File: src/rtl/pcseq_pkg.sv
// Package for the program-counter block: next-address action codes and
// default geometry. Assumes one clock edge per instruction cycle.
package pcseq_pkg;

    typedef enum logic [3:0] {
        ACT_STEP,
        ACT_BUBBLE,
        ACT_JUMP,
        ACT_CALL,
        ACT_RET,
        ACT_RETI,
        ACT_LOWSET,
        ACT_SKIP,
        ACT_IRQ
    } pc_act_e;

    localparam int DEF_PC_W    = 13;
    localparam int DEF_LIT_W   = 11;
    localparam int DEF_LOW_W   = 8;
    localparam int DEF_DEPTH   = 8;
    localparam int DEF_RST_VEC = 0;
    localparam int DEF_IRQ_VEC = 4;

endpackage

File: src/rtl/pcseq_arbiter.sv
// Chooses the single next-address action for this cycle from the decoded
// strobes. Assumes strobes are meaningless while the bubble flag is set.
// Priority: return kinds, call, jump, low write, skip, interrupt.
module pcseq_arbiter
    import pcseq_pkg::*;
(
    input  logic    bubble,
    input  logic    br_jump,
    input  logic    br_call,
    input  logic    br_ret,
    input  logic    br_reti,
    input  logic    low_write,
    input  logic    skip_take,
    input  logic    irq_req,
    input  logic    int_enable,
    output pc_act_e act
);

    // Fixed-priority selection of the action
    always_comb begin
        if (bubble)                     act = ACT_BUBBLE;
        else if (br_reti)               act = ACT_RETI;
        else if (br_ret)                act = ACT_RET;
        else if (br_call)               act = ACT_CALL;
        else if (br_jump)               act = ACT_JUMP;
        else if (low_write)             act = ACT_LOWSET;
        else if (skip_take)             act = ACT_SKIP;
        else if (irq_req && int_enable) act = ACT_IRQ;
        else                            act = ACT_STEP;
    end

endmodule

File: src/rtl/pcseq_target.sv
// Forms the next fetch address for a chosen action. Jump targets take their
// top bits from a slice of the page latch. Low-byte writes take every bit
// above the low byte from it. Purely combinational.
module pcseq_target
    import pcseq_pkg::*;
#(
    parameter int PC_W    = DEF_PC_W,
    parameter int LIT_W   = DEF_LIT_W,
    parameter int LOW_W   = DEF_LOW_W,
    parameter int IRQ_VEC = DEF_IRQ_VEC,
    localparam int PG_W     = PC_W - LOW_W,
    localparam int JMP_BITS = PC_W - LIT_W,
    localparam int JMP_OFS  = LIT_W - LOW_W
) (
    input  pc_act_e          act,
    input  logic [PC_W-1:0]  pc,
    input  logic [LIT_W-1:0] jump_lit,
    input  logic [LOW_W-1:0] low_data,
    input  logic [PG_W-1:0]  page_reg,
    input  logic [PC_W-1:0]  stack_top,
    output logic [PC_W-1:0]  next_pc
);

    logic [PC_W-1:0] pc_inc;
    logic [PC_W-1:0] far_tgt;
    logic [PC_W-1:0] low_tgt;

    assign pc_inc  = pc + PC_W'(1);
    assign far_tgt = {page_reg[JMP_OFS +: JMP_BITS], jump_lit};
    assign low_tgt = {page_reg, low_data};

    // Select the address source for the action
    always_comb begin
        case (act)
            ACT_JUMP, ACT_CALL: next_pc = far_tgt;
            ACT_RET, ACT_RETI:  next_pc = stack_top;
            ACT_LOWSET:         next_pc = low_tgt;
            ACT_IRQ:            next_pc = PC_W'(IRQ_VEC);
            default:            next_pc = pc_inc;
        endcase
    end

endmodule

File: src/rtl/pcseq_stack.sv
// Hidden circular return-address stack. Push and pop are never asserted
// together. The pointer wraps, so overflow overwrites the oldest entry and
// underflow reads the newest slot again. Non-power-of-two depths use an
// explicit wrap.
module pcseq_stack #(
    parameter int W     = 13,
    parameter int DEPTH = 8,
    localparam int PTR_W = (DEPTH > 2) ? $clog2(DEPTH) : 1
) (
    input  logic         clk,
    input  logic         rst_n,
    input  logic         push,
    input  logic         pop,
    input  logic [W-1:0] din,
    output logic [W-1:0] top
);

    logic [W-1:0]     mem [DEPTH];
    logic [PTR_W-1:0] sp;
    logic [PTR_W-1:0] sp_inc;
    logic [PTR_W-1:0] sp_dec;

    generate
        if ((1 << PTR_W) == DEPTH) begin : g_pow2
            assign sp_inc = sp + PTR_W'(1);
            assign sp_dec = sp - PTR_W'(1);
        end else begin : g_mod
            assign sp_inc = (sp == PTR_W'(DEPTH - 1)) ? '0 : sp + PTR_W'(1);
            assign sp_dec = (sp == '0) ? PTR_W'(DEPTH - 1) : sp - PTR_W'(1);
        end
    endgenerate

    assign top = mem[sp_dec];

    // Write the pushed address and move the pointer
    always_ff @(posedge clk) begin
        if (!rst_n) begin
            sp <= '0;
            for (int i = 0; i < DEPTH; i++) mem[i] <= '0;
        end else if (push) begin
            mem[sp] <= din;
            sp      <= sp_inc;
        end else if (pop) begin
            sp <= sp_dec;
        end
    end

endmodule

File: src/rtl/prog_counter.sv
// Program counter with hidden return stack. Each clock is one instruction
// cycle. Strobes describe the instruction in execute, which is the word
// fetched one cycle earlier. Any change of flow raises flush for the next
// cycle, and that cycle's strobes are ignored. Global interrupt enable
// leaves reset at INT_EN_RST.
module prog_counter
    import pcseq_pkg::*;
#(
    parameter int   PC_W       = DEF_PC_W,
    parameter int   LIT_W      = DEF_LIT_W,
    parameter int   LOW_W      = DEF_LOW_W,
    parameter int   DEPTH      = DEF_DEPTH,
    parameter int   RST_VEC    = DEF_RST_VEC,
    parameter int   IRQ_VEC    = DEF_IRQ_VEC,
    parameter logic INT_EN_RST = 1'b1,
    localparam int  PG_W       = PC_W - LOW_W
) (
    input  logic             clk,
    input  logic             rst_n,
    input  logic             br_jump,
    input  logic             br_call,
    input  logic             br_ret,
    input  logic             br_reti,
    input  logic             low_write,
    input  logic             skip_take,
    input  logic             irq_req,
    input  logic [LIT_W-1:0] jump_lit,
    input  logic [LOW_W-1:0] low_data,
    input  logic [PG_W-1:0]  page_reg,
    output logic [PC_W-1:0]  fetch_addr,
    output logic             flush,
    output logic             int_enable
);

    pc_act_e         act;
    logic [PC_W-1:0] pc_q;
    logic [PC_W-1:0] next_pc;
    logic [PC_W-1:0] stack_top;
    logic            bubble_q;
    logic            ie_q;
    logic            push_en;
    logic            pop_en;
    logic            flush_next;

    pcseq_arbiter u_arb (
        .bubble     (bubble_q),
        .br_jump    (br_jump),
        .br_call    (br_call),
        .br_ret     (br_ret),
        .br_reti    (br_reti),
        .low_write  (low_write),
        .skip_take  (skip_take),
        .irq_req    (irq_req),
        .int_enable (ie_q),
        .act        (act)
    );

    pcseq_target #(
        .PC_W    (PC_W),
        .LIT_W   (LIT_W),
        .LOW_W   (LOW_W),
        .IRQ_VEC (IRQ_VEC)
    ) u_tgt (
        .act       (act),
        .pc        (pc_q),
        .jump_lit  (jump_lit),
        .low_data  (low_data),
        .page_reg  (page_reg),
        .stack_top (stack_top),
        .next_pc   (next_pc)
    );

    pcseq_stack #(
        .W     (PC_W),
        .DEPTH (DEPTH)
    ) u_stk (
        .clk   (clk),
        .rst_n (rst_n),
        .push  (push_en),
        .pop   (pop_en),
        .din   (pc_q),
        .top   (stack_top)
    );

    // Decode the stack and bubble controls from the action
    always_comb begin
        push_en    = (act == ACT_CALL) || (act == ACT_IRQ);
        pop_en     = (act == ACT_RET)  || (act == ACT_RETI);
        flush_next = !((act == ACT_STEP) || (act == ACT_BUBBLE));
    end

    // Register the fetch address, bubble flag and interrupt enable
    always_ff @(posedge clk) begin
        if (!rst_n) begin
            pc_q     <= PC_W'(RST_VEC);
            bubble_q <= 1'b0;
            ie_q     <= INT_EN_RST;
        end else begin
            pc_q     <= next_pc;
            bubble_q <= flush_next;
            if (act == ACT_IRQ)       ie_q <= 1'b0;
            else if (act == ACT_RETI) ie_q <= 1'b1;
        end
    end

    assign fetch_addr = pc_q;
    assign flush      = bubble_q;
    assign int_enable = ie_q;

endmodule

File: config.mk
export PLATFORM = sky130hd
export DESIGN_NAME = prog_counter
export DESIGN_NICKNAME = d
export VERILOG_FILES = /design/src/rtl/pcseq_pkg.sv /design/src/rtl/pcseq_arbiter.sv /design/src/rtl/pcseq_target.sv /design/src/rtl/pcseq_stack.sv /design/src/rtl/prog_counter.sv
export SDC_FILE = /design/constraint.sdc
export NUM_CORES = 1
export LEC_CHECK = 0
export ABC_AREA = 1
export BUFFER_PORTS_ARGS = -buffer_cell sky130_fd_sc_hd__clkbuf_2
export CAP_MARGIN = 20
export CORE_MARGIN = 4
export CORE_UTILIZATION = 60
export DETAILED_ROUTE_END_ITERATION = 12
export GPL_ROUTABILITY_DRIVEN = 0
export PLACE_DENSITY_LB_ADDON = 0.05
export SYNTH_ARGS = -nofsm -noshare
export SYNTH_HDL_FRONTEND = slang
export SYNTH_SLANG_ARGS = --single-unit
File: constraint.sdc
create_clock -name clk -period 3.45 [get_ports clk]
set_input_delay 0.345 -clock clk [delete_from_list [all_inputs] [get_ports clk]]
set_output_delay 0.345 -clock clk [all_outputs]
set_load 0.02 [all_outputs]
Word level (Yosys, flattened, before mapping):

Memory sizes are Yosys's and may differ from the RTL's.
Index checks and enable logic that the tools add are counted.

* add/subtract/negate cells: 3
* eq/ne operators: 7
* mux-type cells: 20
* reductions and logical operators: 11

Operators with widths (number)
* 13-bit case mux with 4 select lines: 1
* 4-bit 2-to-1 mux: 8
* 13-bit by 1-bit adder with 13-bit output (second input constant): 1
* 13-bit 2-to-1 mux: 1
* 13-bit OR reduction: 1
* 4-bit by 3-bit == test with 1-bit output (second input constant): 3
* 3-bit 2-to-1 mux: 3
* 4-bit by 2-bit == test with 1-bit output (second input constant): 2
* 1-bit 2-to-1 mux: 7
* 4-bit by 1-bit == test with 1-bit output (second input constant): 1
* 4-bit == test (second input constant): 1
* 4-bit logical NOT: 1
* 2-bit nonzero test: 2
* 2-bit OR reduction: 2
* 3-bit by 1-bit adder with 3-bit output (second input constant): 1
* 1-bit logical OR: 3
* 3-bit by 1-bit subtractor with 3-bit output (second input constant): 1
* 1-bit logical AND: 1
* 1-bit logical NOT: 1

* flip-flop bits (word level): 18
* RAM bits: 104
* input bits: 33
* output and inout bits: 15
* logic and storage cells: 46
* memories kept: 1

Memory list
* u_stk.mem: depth 8, width 13, rd ports 1, clocked after memory_dff 0, write ports 8, line pcseq_stack.sv:18 `logic [W-1:0] mem [DEPTH];`

Longest topological paths before layout:

Gate-level depths: netlist (run 1).

* word-level depth: 16
* mapped depth: 13
* gate-level depth less buffers: 12

Cells and area by module:

A second synthesis (run 1) with hierarchy kept.

* cells, all modules: 857
* area, all modules: 6545.0 um^2

By module, submodules not included
* pcseq_stack: instances 1, cells an instance 627, area each 5293.8 um^2, seq. area each 3183.1 um^2
* pcseq_target: instances 1, cells an instance 151, area each 684.4 um^2, seq. area each 0.0 um^2
* prog_counter: instances 1, cells an instance 59, area each 475.5 um^2, seq. area each 300.3 um^2
* pcseq_arbiter: instances 1, cells an instance 20, area each 91.3 um^2, seq. area each 0.0 um^2

Worst setup path before layout (run 1):

OpenSTA, ideal clock, no wires.

* path kind: reg-to-reg
* start point: register u_stk.sp[0]
* end point: register pc_q[3] (netlist: fetch_addr[3])
* setup time: 0.128 ns
* arrival time: 1.954 ns
* data required time: 3.322 ns
* path slack: 1.369 ns
* cell stages (with the launch flop): 14
* path buffers: 3
* period minus slack after synthesis: 2.081 ns
* path through: dfxtp_1 > inv_2 > clkbuf_1 > ha_1 > buf_2 > clkinv_1 > buf_2 > nand3_1 > nand2_1 > nand2_1 > nand3_1 > nand3_1 > a21oi_1 > nor2_1

* word-level cells in the longest chain between the ends: 3

RTL lines
* start: declaration: line pcseq_stack.sv:19 `logic [PTR_W-1:0] sp;`
* start signal: assignment: line pcseq_stack.sv:42 `sp <= sp_inc;`
* start signal: assignment: line pcseq_stack.sv:44 `sp <= sp_dec;`
* 3-bit by 1-bit subtractor with 3-bit output: line pcseq_stack.sv:26 `assign sp_dec = sp - PTR_W'(1);`
* memory 8 x 13 bit
* 13-bit case mux with 4 select lines: line pcseq_target.sv:34 `case (act)`
* end signal: assignment: line prog_counter.sv:95 `pc_q <= PC_W'(RST_VEC);`
* end signal: assignment: line prog_counter.sv:99 `pc_q <= next_pc;`
* end: declaration: line prog_counter.sv:36 `logic [PC_W-1:0] pc_q;`

No other way between the ends.
A chain may end at the register's enable or synchronous reset.

Final worst setup path (run 1):

* start point: register u_stk.sp[0]
* end point: register pc_q[4] (netlist: fetch_addr[4])

The elaborated chain is that of the path after synthesis.

==> metrics, run 1 <==
status=complete, no violations; Fmax achieved=399.3 MHz; Net Sw Power=approximately 1.4 mW; worst path cell trace=inv_2, ha_1, clkinv_1, nand3_1, nand2_1, nand2_1, nand3_1, nand3_1, a21oi_1, nor2_1; CTS tree=done; Clock Path Buffers=2; initial antenna violation count=0; Clk network pwr share=41.3%; initial core utilization=61.51%; Power Dens Cells=673.2 nW/µm²; Final period util=72.58%; first-pass iteration count of the detailed router=5; Final #Nets=approximately 760; die area=~12000 µm²; global-route wire length before repair=25020 µm; vias per inst=5.648; post-route ant nets=0; worst path required time=3910 ps; critical path buffer and inverter count=2; RSZ-0062 raised after global routing=false; r2r setup slk=around 950 ps; HP Start=page_reg[3]; core area=9729 µm²; vias in the first global route=4629; Reg-to-Reg End=fetch_addr[4]; post_cts resized=0; Clock Latency Late Sink=520 ps; CP arrival=2960 ps; final hold vios=0; worst-path fanout max=28; Worst-path clk slew=60 ps; Worst slew margin=just under 40%; number of clock sinks=approximately 120; Hold EP=fetch_addr[11]; Worst Tran Pin Value=919.8 ps; net switching fraction of the power=a little under a third; syn_area_per_cell=8.736 µm²; Num CTS Buffers=17; hold buffers post-CTS=0; Post-Syn Area=5984 µm²; Total Routing Usage GR=29.89%; Final Slew Violations=0; delay-heaviest family, CP=buffers and inverters; Combinational Power Share=20.8%; drt wl/cell=18.84 µm; First DRT Iteration DRCs=539; Fin Clk Skew=7.452 ps; Crit. Startpoint=u_stk.sp[0]; Port Buffers=47; DRC viols=0; hold path depth=3; internal power=roughly 3.2 mW; Die X=107.9 µm; crit start category=flip-flop; part of the power in registers=a little under two fifths; Worst Setup End Kind=flip-flop; Reg2Reg Launch Point=u_stk.sp[0]; VDD IR-drop max=0.0003521 V; Clock Tree Root=clkbuf_8; Antenna diodes=0; MaxCap Viol Count=0; critical path's largest stage delay=600 ps; final wirelength=16370 µm; R2R depth=10; Rows=36; Final setup viols=0; DPL Wire Length=10930 µm; final worst path period need=2504 ps; Min-Delay Path Class=in -> reg; Netlist cell types=26; Syn. warnings=0; largest net degree at the start of global routing=57; Yosys reg bits=122; H-tree depth=4; post-synthesis sequential area ratio=58.21%; cell leakage power=2.824 nW; setup TNS=0 ps; Synthesized Nets=721; area grow syn2layout=14.70%; critical path class=reg -> reg; gr ovfl total=0; vias=4908; cell mode on critical path=nand3_1; Fin Hold WS=about 74 ps; share of cells above drive strength 1=14.54%; Cells after Synth=685; I/O Pins=48; die height=107.9 µm; setup bufs post-CTS=0; CP max-delay cell=clkinv_1
[Yosys cell counts]
cell / n / area (µm²)
nor2_4: 3 / 33.78
inv_1: 19 / 71.32
a31oi_1: 1 / 6.260
buf_6: 8 / 90.09
edfxtp_1: 104 / 3123
o21ai_0: 3 / 15.01
nand2_4: 1 / 11.26
buf_1: 1 / 3.750
o211ai_2: 1 / 12.51
xnor2_1: 2 / 17.52
nor2_1: 133 / 499.2
nand3_1: 97 / 485.5
clkbuf_1: 12 / 45.04
dfxtp_1: 18 / 360.4
a21oi_1: 16 / 80.08
nor2_2: 4 / 25.02
clkinv_1: 11 / 41.29
inv_2: 4 / 15.01
xor2_1: 9 / 78.83
ha_1: 3 / 37.54
nand4_1: 1 / 6.260
buf_2: 12 / 60.06
nand2_1: 207 / 777.0
nand2_2: 9 / 56.30
nor3_1: 5 / 25.02
a211oi_1: 1 / 7.510
[through the flow]
step	cells	instance area, µm²	power [mW]	util, %	setup slack, ps
2_1_floorplan	685	5984	2.377	-	1369
3_3_place_gp	837	6226	2.698	63.99	993.3
3_5_place_dp	837	6226	2.712	63.99	919.8
4_1_cts	869	6864	4.602	70.55	971.7
5_1_grt	869	6864	4.777	70.55	753.5
6_report	869	6864	4.621	70.55	945.9
[cell families after synthesis]
group           after synthesis  share of synthesized area, %
xor+xnor                     11                         1.610
compound gates               22                         2.028
flops                       122                         58.21
simple gates                460                         32.07
fa+ha+maj                     3                        0.6273
buf+inv                      67                         5.457
[routing by layer]
layer,GRT usage (%),up-vias,wire length [µm]
li1,-,2327,-
met1,39.98,2256,6435
met2,45.56,274,7381
met3,7.079,51,1809
met4,15.33,0,747
met5,0,-,0
[worst max path at each step]
stage          slack [ps]  cells past startpoint              end
4_1_cts               970                     10    fetch_addr[4]
2_1_floorplan        1370                     13    fetch_addr[3]
6_report              950                     10    fetch_addr[4]
3_5_place_dp          920                     10  u_stk.mem[4][7]
3_3_place_gp          990                     10  u_stk.mem[3][4]
5_1_grt               750                     10    fetch_addr[4]
[cell type report]
cell class                      count  area, µm²
Sequential cell                   122       3485
Tap cell                          133      166.4
Fill cell                         756       2865
Timing Repair Buffer               52      272.8
Inverter                           34      127.6
Clock buffer                       17      414.1
Clock inverter                     15      224.0
Multi-Input combinational cell    496       2175
[registers in the layout, indices dropped and copies added (netlist names)]
register	cells
fetch_addr	13
flush	1
int_enable	1
u_stk.mem	104
u_stk.sp	3
[tightest hold or removal path, delay by kind of cell]
kind | cells | cell delay (ps)
AO/OA/AOI/OAI | 1 | 50
AND/OR/NAND/NOR | 1 | 70
buffers and inverters | 1 | 80
[placed cells by master (no fill, tap or decap)]
master	instances
nand2_1	207
nor2_1	133
edfxtp_1	104
nand3_1	97
clkbuf_2	47
inv_1	19
dfxtp_1	17
a21oi_1	16
clkbuf_16	16
clkinv_1	11
nand2_2	9
xor2_1	9
nor3_1	5
bufinv_16	5
buf_4	5
inv_2	4
nor2_2	4
clkinv_4	4
nor2_4	3
o21ai_0	3
ha_1	3
clkinv_2	3
xnor2_1	2
clkinvlp_4	2
o211ai_2	1
nand2_4	1
a211oi_1	1
nand4_1	1
a31oi_1	1
clkbuf_8	1
inv_6	1
dfxtp_2	1
[power by group through the flow]
| stage | logic, mW | clock network (mW) | registers [mW] |
|---|---|---|---|
| global placement | 0.921 | 0 | 1.78 |
| detailed placement | 0.932 | 0 | 1.78 |
| floorplan | 0.573 | 0 | 1.80 |
| CTS | 0.941 | 1.91 | 1.75 |
| finish | 0.960 | 1.91 | 1.75 |
| global route | 1.04 | 1.97 | 1.76 |
Note: power is estimated with default switching activity, not from simulation.
==> run 2, diff against run 1 <==
==> constraint.sdc (replaced) <==
create_clock -name clk -period 2.4 [get_ports clk]
set_input_delay 0.24 -clock clk [delete_from_list [all_inputs] [get_ports clk]]
set_output_delay 0.24 -clock clk [all_outputs]
set_load 0.02 [all_outputs]
==> run 2 against run 1 <==
  * Final cell count grew 2.5%
  * Global-route usage fell by 0.44 points
  * Clock skew down 1.4 ps
  * Flip-flop and latch count did not move
  * Clock power up 33%
  * Critical path type unchanged
==> metrics, run 2 (synthesis results as in run 1) <==
status=complete, no violations; Final Slew Violations=0; First DRT Iteration DRCs=529; CP max-delay cell=nand2_1; die area=11640 µm²; cell leakage power=2.898 nW; critical path class=reg -> reg; largest net degree at the start of global routing=54; drt wl/cell=17.71 µm; first-pass iteration count of the detailed router=6; commonest non-fill, non-tap cell in the layout=nand2_1; initial core utilization=61.51%; die height=107.9 µm; critical path's largest stage delay=420 ps; vias per inst=5.515; Clock Path Buffers=2; busiest grt layer=met2; DRC viols=0; vias=4914; final worst slack=178.3 ps; worst path cell trace=inv_1, o211ai_2, inv_2, nand2_1, nand2_2, nand2_4, nor2_4, nand2_2, nand2_1; RSZ-0062 raised after global routing=false; Num CTS Buffers=17; Fmax achieved=450.1 MHz; Port Buffers=47; final wirelength=around 16000 µm; Largest Register=u_stk.mem; met3 Usage GRT=7.079%; global-route wire length before repair=between 20000 and 25000 µm; Worst Tran Pin Value=929.3 ps; worst-path fanout max=13; commonest non-fill, non-tap cells in the layout=nand2_1 (207), nor2_1 (133), edfxtp_1 (104); initial antenna violation count=0; crit start category=flip-flop; number of clock sinks=122; setup bufs post-CTS=0; final worst path period need=2222 ps; Total Routing Usage GR=just under 30%; Worst-path clk slew=60 ps; pre-CTS setup slack=about 130 ps; Final #Nets=781; area grow syn2layout=16.62%; share of cells above drive strength 1=16.49%; CP arrival=2400 ps; Worst slew margin=37.82%; worst path required time=2580 ps; Rows=36; VDD IR-drop max=0.0006037 V; Min-Delay Path Class=in -> reg; Worst Setup End Kind=flip-flop; gr ovfl total=0; vias in the first global route=about 4800; Final setup viols=0; final hold vios=0; MaxCap Viol Count=0; Fin Clk Skew=6.017 ps; Clock Latency Late Sink=540 ps; setup TNS=0 ps; CTS tree=done; core area=between 9000 and 10000 µm²; met1 Use GR=38.48%; I/O Pins=between 40 and 50; H-tree depth=4; Clock Tree Root=clkbuf_8; post-route ant nets=0; DPL Wire Length=~11000 µm; met2 usage=roughly 45%; Power Dens Cells=around 930 nW/µm²; Antenna diodes=0; Die X=107.9 µm; Final period util=between 90% and 100%; max FFs per register=104
-- run 2: what timing repair did --
action / in CTS / in global routing
endpoints found under the hold margin: 1 / 0
hold buffers: 1 / 0
gates resized for setup: 0 / 0
-- run 2: per-layer routing --
metal / up-vias / share of wire [%] / wire [µm]
li1: 2368 / - / -
met1: 2254 / 40 / 6330
met2: 243 / 46 / 7184
met3: 49 / 9.2 / 1452
met4: 0 / 5.2 / 817
met5: - / 0 / 0
-- run 2: where the power goes --
group          total (mW)  switching [mW]  leakage (nW)  internal [mW]
sequential           2.52          0.0921          1.22           2.42
clock                2.54           0.958         0.285           1.58
combinational        1.44            1.02          1.39          0.416
total                6.50            2.07          2.90           4.43
-- run 2: path summary, 6_finish.rpt --
check	slack, ps	cells past startpoint	endpoint	from
max	180	9	u_stk.mem[5][8]	flush
min	60	5	fetch_addr[7]	jump_lit[7]
max reg2reg	180	9	u_stk.mem[5][8]	flush
min reg2reg	540	2	int_enable	int_enable
-- run 2: cell type report --
type / instances / area, µm²
Clock buffer: 18 / 417.9
Clock inverter: 14 / 167.7
Fill cell: 780 / 2750
Inverter: 34 / 127.6
Multi-Input combinational cell: 496 / 2175
Sequential cell: 122 / 3485
Tap cell: 133 / 166.4
Timing Repair Buffer: 74 / 440.4
-- run 2: critical path, delay by kind of cell, from the launching register on --
| family | cells | cell delay [ps] |
|---|---|---|
| flops | 1 | 340 |
| buf+inv | 2 | 310 |
| simple gates | 6 | 1080 |
| compound gates | 1 | 130 |
-- run 2: per-stage QoR --
stage	hold WS [ps]	instances	total power [mW]	area, µm²	utilization, %
floorplan	373.9	685	3.417	5984	-
global placement	500.4	858	3.946	6384	65.61
detailed placement	502.6	858	3.962	6384	65.61
CTS	33.93	891	6.487	6979	71.73
global route	87.00	891	6.760	6979	71.73
finish	58.33	891	6.497	6979	71.73
